### config.mk
export PLATFORM = sky130hd
export DESIGN_NAME = tgt_status_word
export DESIGN_NICKNAME = d
export VERILOG_FILES = /design/src/rtl/tgt_status_word.sv
export SDC_FILE = /design/constraint.sdc
export NUM_CORES = 1
export LEC_CHECK = 0
export BUFFER_PORTS_ARGS = -buffer_cell sky130_fd_sc_hd__buf_4
export CAP_MARGIN = 20
export CORE_AREA = 2 2 39 41
export DETAILED_ROUTE_END_ITERATION = 10
export DIE_AREA = 0 0 41 43
export PLACE_DENSITY = 0.72
export SYNTH_ARGS = -nofsm -noshare
export SYNTH_HDL_FRONTEND = slang
export SYNTH_SLANG_ARGS = --single-unit
### constraint.sdc
create_clock -name clk -period 1.8 [get_ports clk]
set_clock_uncertainty 0.05 [all_clocks]
set_input_delay 0.18 -clock clk [delete_from_list [all_inputs] [get_ports clk]]
set_output_delay 0.18 -clock clk [all_outputs]
set_load 0.02 [all_outputs]
### src/rtl/tgt_status_word.sv
module tgt_status_word (
  input  logic       clk,
  input  logic       rst,
  input  logic [5:0] win_hit_i,
  input  logic       wide_req_i,
  input  logic       pci_busy_i,
  input  logic       frame_n,
  input  logic       irdy_n,
  input  logic       trdy_n,
  output logic [11:0] sts_o
);

  logic [5:0] hit_q, pick;
  logic       wide_q, busy_q, burst_q, xfer_q;

  always_comb begin
    pick = '0;
    for (int i = 5; i >= 0; i--)
      if (win_hit_i[i]) begin
        pick    = '0;
        pick[i] = 1'b1;
      end
  end

  wire claim = !busy_q && (|win_hit_i);
  wire done  = busy_q && !pci_busy_i;
  wire both  = !frame_n && !irdy_n;
  wire moved = !irdy_n && !trdy_n;

  always_ff @(posedge clk) begin
    if (rst || done) begin
      hit_q   <= '0;
      wide_q  <= 1'b0;
      busy_q  <= 1'b0;
      burst_q <= 1'b0;
      xfer_q  <= 1'b0;
    end else if (claim) begin
      hit_q   <= pick;
      wide_q  <= wide_req_i;
      busy_q  <= 1'b1;
      burst_q <= both;
      xfer_q  <= 1'b0;
    end else if (busy_q) begin
      burst_q <= burst_q | both;
      xfer_q  <= moved;
    end
  end

  assign sts_o = {1'b0, xfer_q, burst_q, busy_q, wide_q, 1'b0, hit_q};

  assert_one_window_R2: assert property (@(posedge clk) disable iff (rst)
    sts_o[8] |-> ($countones(sts_o[5:0]) == 1));

  assert_claim_width_R3: assert property (@(posedge clk) disable iff (rst)
    (!sts_o[8] && (|win_hit_i)) |=> (sts_o[7] == $past(wide_req_i)));

  assert_hold_R4: assert property (@(posedge clk) disable iff (rst)
    (sts_o[8] && pci_busy_i) |=> $stable(sts_o[7:0]));

  assert_burst_sticky_R5: assert property (@(posedge clk) disable iff (rst)
    (sts_o[9] && pci_busy_i) |=> sts_o[9]);

  assert_xfer_cause_R6: assert property (@(posedge clk) disable iff (rst)
    sts_o[10] |-> $past(!irdy_n && !trdy_n));

  assert_clear_R7: assert property (@(posedge clk) disable iff (rst)
    (sts_o[8] && !pci_busy_i) |=> (sts_o == 12'h000));

  assert_idle_R9: assert property (@(posedge clk) disable iff (rst)
    (!sts_o[8] && (win_hit_i == 6'd0)) |=> (sts_o == 12'h000));

endmodule

## Word-level counts from Yosys, hierarchy flattened

Index checks and enable logic that the tools add are counted.

- Register bits after elaboration: 10
- Bits in latches: 0
- RAM bits: 0
- Bits in read-only memories: 0
- Bits of input ports: 13
- Output and inout port bits: 12
- Word-level logic and storage cells: 27
- Memories kept: 0

- $add $sub $neg: 0
- $mul: 0
- Div/mod/pow operators: 0
- $lt $le $gt $ge: 0
- Eq/ne operators: 0
- Shift-type cells: 0
- Muxes and demuxes: 8
- Bitwise operators: 1
- Reductions and logical operators: 13

Operators with widths:

| operator | number |
|---|---|
| $mux 6 | 6 |
| $reduce_or 6->1 | 1 |
| $logic_not 1->1 | 5 |
| $logic_and 1x1->1 | 4 |
| $mux 1 | 2 |
| $reduce_bool 2->1 | 1 |
| $reduce_or 2->1 | 1 |
| $logic_or 1x1->1 | 1 |
| $or 1x1->1 | 1 |

## Logic depth before layout (Yosys ltp)

Gate-level depths: netlist of the first run.

- Word-level depth: 6
- Gate-level depth with buffers: 4
- Mapped depth without buffers: 3

## Worst setup path before layout of the first run

OpenSTA, ideal clock, no wires.

- Path type: reg2reg
- From: reg busy_q
- To: reg hit_q[1]
- Library setup time: 72 ps
- Arrival: 1202 ps
- Data required time: 1678 ps
- Setup slack: 477 ps
- Stages on the path, launching flop included: 5
- Buffers on the path: 1
- Period minus slack after synthesis: 1323 ps
- Cells stage by stage: dfxtp_1 -> buf_2 -> nand2b_1 -> or4bb_1 -> mux2i_1

- Longest elaborated chain between the ends: 2
- Elaborated cells between the ends (all ways): 4
- Those cells by class: reduce/logical: 4

RTL lines:

| item | line | text |
|---|---|---|
| start, declared | 14 | `logic wide_q, busy_q, burst_q, xfer_q;` |
| start signal, assigned | 34 | `busy_q <= 1'b0;` |
| start signal, assigned | 40 | `busy_q <= 1'b1;` |
| $logic_not 1->1 / $logic_and 1x1->1 (equally long branches) | 25, 26 |  |
| $logic_and 1x1->1 / $logic_or 1x1->1 (equally long branches) | 25, 31 |  |
| end signal, assigned | 38 | `hit_q <= pick;` |
| end, declared | 13 | `logic [5:0] hit_q, pick;` |

Parallel ways exist; a longest one is shown, timed or not.
A chain may end at the register's enable or synchronous reset.

## Worst setup path after layout of the first run

Same ends and word-level chain as after synthesis.

==> impl_metrics.ini, run 1 <==
[timing]
fmax_mhz = 715
period_minus_slack_ps = 1400
worst_pin_slew_ps = 566
finalHoldViolations = 0
finalSetupTns_ps = 0
fin_crit_sh = 0.777
finalMaxSlewViolations = 0
maxSlewHeadroom = 0.620
rsz0062_at_grt = false
setup_viol = 0

[clock_network]
cts_max_level = 1
root_buffer = clkbuf_4
cts_tree = built
postCtsHoldBufs = 0
cts_inserted_buffers = 3
cts_setup_buffers = 0
cts_resized = 0
cts.clk_slew.worst_paths_ps = 60
clkLatencyLatePin_ps = 270
cts.path.max_buffers = 2
cts.sinks = 10

[final_layout]
antenna_cells = 0
syn2layout_area_growth_pct = 29.2
multi_input_area_sq_um = 295
fin_util = 0.516
nNetsFinal = 94
ff_latch_area_sq_um = 200
fill_cells = 150
drive_gt1_frac = 0.392

[worst_setup_path]
r2r-end = hit_q[1]
critical_path.endpoint_type = register
crit_fanout = 10
crit_type = register to register
arrival_ps = 1550
reg2reg_from = busy_q
r2r_cells = 3
rrSetupSlack_ps = 400
slowest_stage = or4bb_1
cpPeakStageDelay_ps = 500
worstSetupStartpointType = register
cp.required_ps = 1950
worstPathCellList = nand2b_1, or4bb_1, mux2i_1

[global_routing]
busiest_layer = met2
antenna_found_initial = 0
grt.overflow.total = 0
grt_pass1_vias = 438
gr-usage-met1 = 0.180
grt_max_degree = 11
grt_util_all_layers = 0.153
use_met2 = 0.216
grt_pass1_wl_mm = 1.75
use_met3 = 0.0628

[detailed_routing]
vias = 483
post_drt_via_cell_ratio = 5.08
drc_errors = 0
drtIter0Drc = 6
wl_per_cell_um = 12.2
wirelength_mm = 1.16
postRouteAntennaNets = 0
firstDrtPassIters = 4

[synthesis]
synthArstFlopShare = 0
syn_inst = 60
yosysSeqAreaShare = 0.362
synth.distinct_cells = 25
synth_top_area_frac = 0.362
syn-cell-area_sq_um = 553
synth_edf_count = 0
synth_top_area_cell = dfxtp_1
ys.flop_type = dfxtp_1
ys_ff_latch = 10
syn_area_per_cell_sq_um = 9.22
yosys_warnings = 0
ys_top_cells_by_area = dfxtp_1 36%, buf_4 8.1%, nand3b_1 8.1%

[worst_hold_path]
min_path_type = input pin to register
hold_path_depth = 3
hold_path_startpoint = trdy_n
min_to = xfer_q

[placed_design]
gp_congestion = 0.653
io_buffers = 22
dp_hpwl_um = 866

[floorplan]
die_w_um = 41
core_sq_mm = 0.00138
fp.dieArea_sq_mm = 0.00176
num_rows = 14
ioPinCount = 25
fp.dieH_um = 43
start_util = 0.400

[power_and_ir_drop]
ir_worst_vdd_v = 0.000352
p_per_area_mw_per_mm2 = 691
power.leakage_nw = 0.301

[run]
drv_cap = 0

[outcome]
status = complete, no violations
[layer usage]
metal | wire [um] | vias up
li1 | - | 248
met1 | 531 | 212
met2 | 513 | 20
met3 | 83 | 3
met4 | 27 | 0
met5 | 0 | -
[placed cells by master (no fill, tap or decap), types with 2 or more instances in the layout]
cell,count
buf_4,22
dfxtp_1,10
nand3b_1,6
nor2_1,4
inv_1,3
nand3_1,3
a31oi_1,3
mux2i_1,3
a21oi_1,3
clkbuf_4,3
nand2_1,2
nand2b_1,2
nor3_1,2
conb_1,2
[critical path: cells and delay by family, from the launching register on]
kind,cells,cell delay (ps)
muxes,1,130
DFF,1,420
and+or+nand+nor,2,730
[worst max path at each step]
stage,startpoint,endpoint,cells after the start
2_1_floorplan,busy_q,hit_q[1],4
3_3_place_gp,win_hit_i[0],hit_q[2],4
3_5_place_dp,win_hit_i[0],hit_q[2],4
4_1_cts,busy_q,xfer_q,3
5_1_grt,busy_q,xfer_q,3
6_report,busy_q,hit_q[1],3
[final cells by class]
type / count / share of cell area
clock buffer: 3 / 0.0315
inverter: 3 / 0.0158
multi-input combinational: 41 / 0.413
sequential: 10 / 0.280
tap: 16 / 0.0280
timing repair buffer: 22 / 0.231
[cell families (layout without fill, tap and decap cells)]
logic type             Yosys count  in the layout  share of synthesized area
AO/OA/AOI/OAI                   10             10                      0.143
multiplexers                     3              3                     0.0543
buffers and inverters           10             28                      0.111
AND/OR/NAND/NOR                 26             26                      0.324
flip-flops                      10             10                      0.362
other                            1              2                    0.00678
[power by group]
part | internal, mW | total (mW) | switching [mW]
Sequential | 0.230 | 0.240 | 0.00925
Combinational | 0.0464 | 0.0992 | 0.0528
Clock | 0.0773 | 0.155 | 0.0775
Total | 0.354 | 0.494 | 0.140
[synthesized netlist by cell type (2+ instances only)]
library cell	n
dfxtp_1	10
nor2_1	4
mux2i_1	3
a21oi_1	3
buf_4	6
nand3b_1	6
nor3_1	2
nand2b_1	2
inv_1	3
nand3_1	3
nand2_1	2
a31oi_1	3
[state kept, by name (all words and copies together) (netlist names)]
name and flops:
wide_q 1, xfer_q 1, burst_q 1, hit_q 6, busy_q 1
[metrics by stage]
step | setup WS [ps] | instances | instance area [sq um] | total power [mW] | hold WS (ps)
3_3_place_gp | 364 | 92 | 692 | 0.343 | 399
6_report | 401 | 95 | 714 | 0.494 | 126
3_5_place_dp | 357 | 92 | 692 | 0.344 | 399
5_1_grt | 323 | 95 | 714 | 0.524 | 115
4_1_cts | 398 | 95 | 714 | 0.498 | 123
2_1_floorplan | 477 | 61 | 557 | 0.306 | 298
(Power assumes the default switching activity.)
==> inputs of run 2 (changes only) <==
--- a/config.mk
+++ b/config.mk
@@ -5,6 +5,7 @@
 export SDC_FILE = /design/constraint.sdc
 export NUM_CORES = 1
 export LEC_CHECK = 0
+export ABC_AREA = 1
 export BUFFER_PORTS_ARGS = -buffer_cell sky130_fd_sc_hd__buf_4
 export CAP_MARGIN = 20
 export CORE_AREA = 2 2 39 41
==> constraint.sdc (replaced) <==
create_clock -name clk -period 1.4 [get_ports clk]
set_clock_uncertainty 0.05 [all_clocks]
set_input_delay 0.14 -clock clk [delete_from_list [all_inputs] [get_ports clk]]
set_output_delay 0.14 -clock clk [all_outputs]
set_load 0.02 [all_outputs]
==> run 2 against run 1 <==
- utilization up 0.18 points
- synthesized cell count up 18%
- sequential cell count unchanged
- non-clock buffer count unchanged
- via count increased by 0.83%
- die area did not move
- critical path depth up 2
- global-route usage increased by 0.055 points
- count of clock-buffer cells in the layout stayed put
- total power increased by 39%
==> impl_metrics.ini, run 2 <==
[clock_network]
postCtsHoldBufs = 0
cts.clk_slew.worst_paths_ps = 60
cts_resized = 0
root_buffer = clkbuf_4
cts.path.max_buffers = 2
cts_inserted_buffers = 3
cts_tree = built
cts.sinks = 10
cts_setup_buffers = 0
clkLatencyLatePin_ps = 260
cts_max_level = 1

[power_and_ir_drop]
ir_worst_vdd_v = 0.000417
p_per_area_mw_per_mm2 = 956
total_power_uw = 685
power.leakage_nw = 0.346

[final_layout]
layout_commonest_cell = buf_4
largest-register = hit_q
drive_gt1_frac = 0.433
fill_cells = 143
layout_common_cells = 22 x buf_4, 14 x nand2_1, 10 x dfxtp_1
nNetsFinal = 105
largest_reg_flops = 6
syn2layout_area_growth_pct = 29.1
fin_area_sq_um = 717
antenna_cells = 0

[timing]
period_minus_slack_ps = 1090
fmax_mhz = 914
finalSetupTns_ps = 0
finalHoldViolations = 0
rsz0062_at_grt = false
setup_viol = 0
fin_crit_sh = 0.781
finalMaxSlewViolations = 0

[synthesis]
synth_most_common_cell = nand2_1
syn_area_per_cell_sq_um = 7.82
synth.distinct_cells = 22
synth_top_area_cell = dfxtp_1
syn_inst = 71
syn-cell-area_sq_um = 556
synth_edf_count = 0
synth_top_area_frac = 0.360
yosys_warnings = 0
ys_top_cells_by_count = 14 x nand2_1, 10 x dfxtp_1, 7 x nand3_1
ys_top_cells_by_area = dfxtp_1 36%, nand2_1 9.5%, buf_4 8.1%
yosysSeqAreaShare = 0.360
ys.flop_type = dfxtp_1
ys_ff_latch = 10
synthArstFlopShare = 0

[worst_hold_path]
min_path_type = input pin to register

[floorplan]
ioPinCount = 25
core_sq_mm = 0.00138
die_w_um = 41
fp.dieArea_sq_mm = 0.00176
num_rows = 14
fp.dieH_um = 43
start_util = 0.401

[detailed_routing]
drc_errors = 0
wirelength_mm = 1.06
drtIter0Drc = 8
post_drt_via_cell_ratio = 4.59
postRouteAntennaNets = 0
vias = 487
wl_per_cell_um = 10.0
firstDrtPassIters = 4

[worst_setup_path]
crit_fanout = 14
slowest_stage = dfxtp_1
critical_path.endpoint_type = register
worstPathCellList = inv_2, o21bai_4, inv_4, nand3_1, nand2_1
worstSetupStartpointType = register
path_buf_inv = 2
arrival_ps = 1200
cpPeakStageDelay_ps = 380
crit_type = register to register
critPathTopFamily = flip-flops
cp.required_ps = 1510

[run]
drv_cap = 0

[global_routing]
grt_pass1_wl_mm = 1.75
grt_util_all_layers = 0.153
grt_max_degree = 15
grt.overflow.total = 0
antenna_found_initial = 0
grt_pass1_vias = 428

[outcome]
status = complete, no violations

[placed_design]
dpl_cell_area_sq_um = 694
io_buffers = 22
dp_hpwl_um = 813
gp_congestion = 0.729
run 2: power breakdown:
group	switching (mW)	leakage, nW	internal, mW	total, mW
Sequential	0.0110	0.0820	0.303	0.314
Clock	0.0904	0.0138	0.0989	0.189
Combinational	0.104	0.250	0.0776	0.181
Total	0.205	0.346	0.480	0.685
run 2: path summary, 6_finish.rpt:
check / start / end / slack, ps / depth (start not counted)
max: busy_q / hit_q[5] / 310 / 5
min: win_hit_i[4] / hit_q[4] / 40 / 3
max reg2reg: busy_q / hit_q[5] / 310 / 5
min reg2reg: burst_q / burst_q / 420 / 2
run 2: tightest hold or removal path: stages:
cell     delay, ps
buf_4          100
nand2_1         50
nand2_1         40
run 2: cell families (layout without fill, tap and decap cells):
family | Yosys count | count (layout) | share of synthesized area
AOI/OAI and AO/OA | 7 | 7 | 0.0878
buffers and inverters | 12 | 30 | 0.128
DFF | 10 | 10 | 0.360
other | 1 | 2 | 0.00675
and+or+nand+nor | 41 | 41 | 0.417
run 2: layer usage:
layer	up-vias	track usage	wire, um
met5	-	0	0
li1	261	-	-
met4	0	0.100	29
met3	4	0.0471	81
met2	16	0.216	536
met1	206	0.192	414
run 2: through the flow:
| stage | hold WS, ps | setup WS [ps] | utilization | cells |
|---|---|---|---|---|
| floorplan | 193 | 419 | - | 72 |
| global route | 40.0 | 235 | 0.518 | 106 |
| CTS | 39.1 | 300 | 0.518 | 106 |
| finish | 41.0 | 306 | 0.518 | 106 |
| global placement | 310 | 343 | 0.502 | 103 |
| detailed placement | 313 | 313 | 0.502 | 103 |
run 2: layout make-up:
class	instances	area [sq um]	share of cell area
inverter	5	21.3	0.0297
timing repair buffer	22	165	0.230
clock buffer	3	22.5	0.0314
multi-input combinational	50	288	0.401
tap	16	20.0	0.0279
sequential	10	200	0.279
==> inputs of run 3 (changes only) <==
--- a/config.mk
+++ b/config.mk
@@ -8,10 +8,9 @@
 export ABC_AREA = 1
 export BUFFER_PORTS_ARGS = -buffer_cell sky130_fd_sc_hd__buf_4
 export CAP_MARGIN = 20
-export CORE_AREA = 2 2 39 41
+export CORE_UTILIZATION = 39
 export DETAILED_ROUTE_END_ITERATION = 10
-export DIE_AREA = 0 0 41 43
-export PLACE_DENSITY = 0.72
+export PLACE_DENSITY = 0.71
 export SYNTH_ARGS = -nofsm -noshare
 export SYNTH_HDL_FRONTEND = slang
 export SYNTH_SLANG_ARGS = --single-unit
==> constraint.sdc (replaced) <==
create_clock -name clk -period 1 [get_ports clk]
set_clock_uncertainty 0.05 [all_clocks]
set_input_delay 0.1 -clock clk [delete_from_list [all_inputs] [get_ports clk]]
set_output_delay 0.1 -clock clk [all_outputs]
set_load 0.02 [all_outputs]
==> run 3 against run 2 <==
- utilization grew 5.6 points
- combinational power increased by 56%
- count of clock-buffer cells in the layout is the same
- cell count is 1.9% higher
- via count up 3.5%
- first-iteration DRC count increased to 2.5 times the previous value
- critical path type is now register to primary output
- highest routed layer unchanged
==> impl_metrics.ini, run 3 (same netlist as run 2, synthesis figures left out) <==
[worst_setup_path]
reg2reg_from = busy_q
cp.required_ps = 850
r2r-end = burst_q
worstSetupStartpointType = register
arrival_ps = 840
crit_fanout = 2
r2r_cells = 5
crit_type = register to primary output
rrSetupSlack_ps = 30
critical_path.endpoint_type = primary output

[final_layout]
fin_util = 0.575
largest_reg_flops = 6
drive_gt1_frac = 0.462
nNetsFinal = 108
stdcell_count = 108
layout_commonest_cell = buf_4
syn2layout_area_growth_pct = 36.3
largest-register = hit_q
antenna_cells = 0
layout_common_cells = 22 x buf_4, 14 x nand2_1, 9 x dfxtp_1

[clock_network]
cts_tree = built
cts_inserted_buffers = 3
clkLatencyLatePin_ps = 260
cts_max_level = 1
root_buffer = clkbuf_4
cts.sinks = 10
cts.path.max_buffers = 2
cts.clk_slew.worst_paths_ps = 60
cts_setup_buffers = 0

[placed_design]
dp.cells = 104
io_buffers = 22
gp_congestion = 0.721
dp_hpwl_um = 794
place_ws_ps = -11.1

[floorplan]
fp.dieArea_sq_mm = 0.00158
ioPinCount = 25
num_rows = 13
fp.dieH_um = 39.7
die_w_um = 39.7
core_sq_mm = 0.00132
start_util = 0.422

[detailed_routing]
firstDrtPassIters = 4
vias = 504
postRouteAntennaNets = 0
drc_errors = 0
wirelength_mm = 1.05
wl_per_cell_um = 9.76
drtIter0Drc = 20
post_drt_via_cell_ratio = 4.67

[worst_hold_path]
min_to = hit_q[5]
min_path_type = input pin to register
hold_path_startpoint = win_hit_i[4]
hold_path_depth = 4

[power_and_ir_drop]
power.leakage_nw = 0.363
ir_worst_vdd_v = 0.000636
p_per_area_mw_per_mm2 = 1310

[timing]
finalMaxSlewViolations = 0
period_minus_slack_ps = 988
fmax_mhz = 1010
setup_ws_ps = 11.5
setup_viol = 0
rsz0062_at_grt = true
finalHoldViolations = 0
whs_ps = 47.4
fin_crit_sh = 0.988

[global_routing]
grt.overflow.total = 0
antenna_found_initial = 0
grt_max_degree = 11
grt_pass1_vias = 386
grt_pass1_wl_mm = 1.51
grt_util_all_layers = 0.152

[outcome]
status = complete, no violations

[run]
drv_cap = 0
-- run 3: cell types whose count changed in the layout (fill, tap and decap cells not counted) --
| cell | previous run | this run |
|---|---|---|
| nand3_2 | 0 | 1 |
| inv_4 | 1 | 2 |
| inv_2 | 1 | 0 |
| dlygate4sd3_1 | 0 | 1 |
| buf_6 | 0 | 2 |
| dfxtp_2 | 0 | 1 |
| nand3_1 | 7 | 6 |
| dfxtp_1 | 10 | 9 |
-- run 3: timing repair --
item / 4_1_cts / 5_1_grt
pin swaps: 0 / 0
hold buffers: 1 / 0
endpoints found under the hold margin: 1 / 0
endpoints found under the setup margin: 2 / 10
gates resized for setup: 3 / 2
-- run 3: stage by stage --
| stage | TNS [ps] | instance area, sq um | power (mW) |
|---|---|---|---|
| CTS | 0 | 749 | 1.00 |
| global placement | -1.79 | 708 | 0.715 |
| floorplan | 0 | 559 | 0.625 |
| global route | -78.5 | 757 | 1.05 |
| finish | 0 | 757 | 0.993 |
| detailed placement | -11.1 | 708 | 0.718 |
-- run 3: area by class of cell --
type / instances / area (sq um)
fillers: 141 / 561
multi-input cells: 50 / 293
clock buffers: 3 / 22.5
well taps: 15 / 18.8
flip-flops and latches: 10 / 201
inverters: 5 / 23.8
repair buffers: 25 / 198
-- run 3: routing by layer --
metal	GRT usage	routed length [um]
met1	0.160	453
met2	0.238	504
met3	0.102	88
met4	0.0517	6
met5	0	0
-- run 3: critical path, cell delays in order, from the launching register on --
cell     delay, ps
dfxtp_2        340
buf_6          120
buf_6          120
-- run 3: worst max-delay path by stage --
| stage | start | slack [ps] | cells past startpoint | end |
|---|---|---|---|---|
| final | busy_q | 10 | 2 | sts_o[8] |
| after global routing | busy_q | -30 | 5 | hit_q[5] |
| after CTS | busy_q | 7 | 5 | hit_q[2] |
| after detailed placement | win_hit_i[5] | -10 | 7 | hit_q[3] |
| after global placement | win_hit_i[5] | -2 | 7 | hit_q[3] |
| after floorplan | busy_q | 20 | 4 | xfer_q |
-- run 3: power by group --
| group | internal [mW] | leakage [nW] | switching, mW |
|---|---|---|---|
| sequential | 0.426 | 0.0822 | 0.0153 |
| clock | 0.139 | 0.0138 | 0.131 |
| combinational | 0.128 | 0.267 | 0.154 |
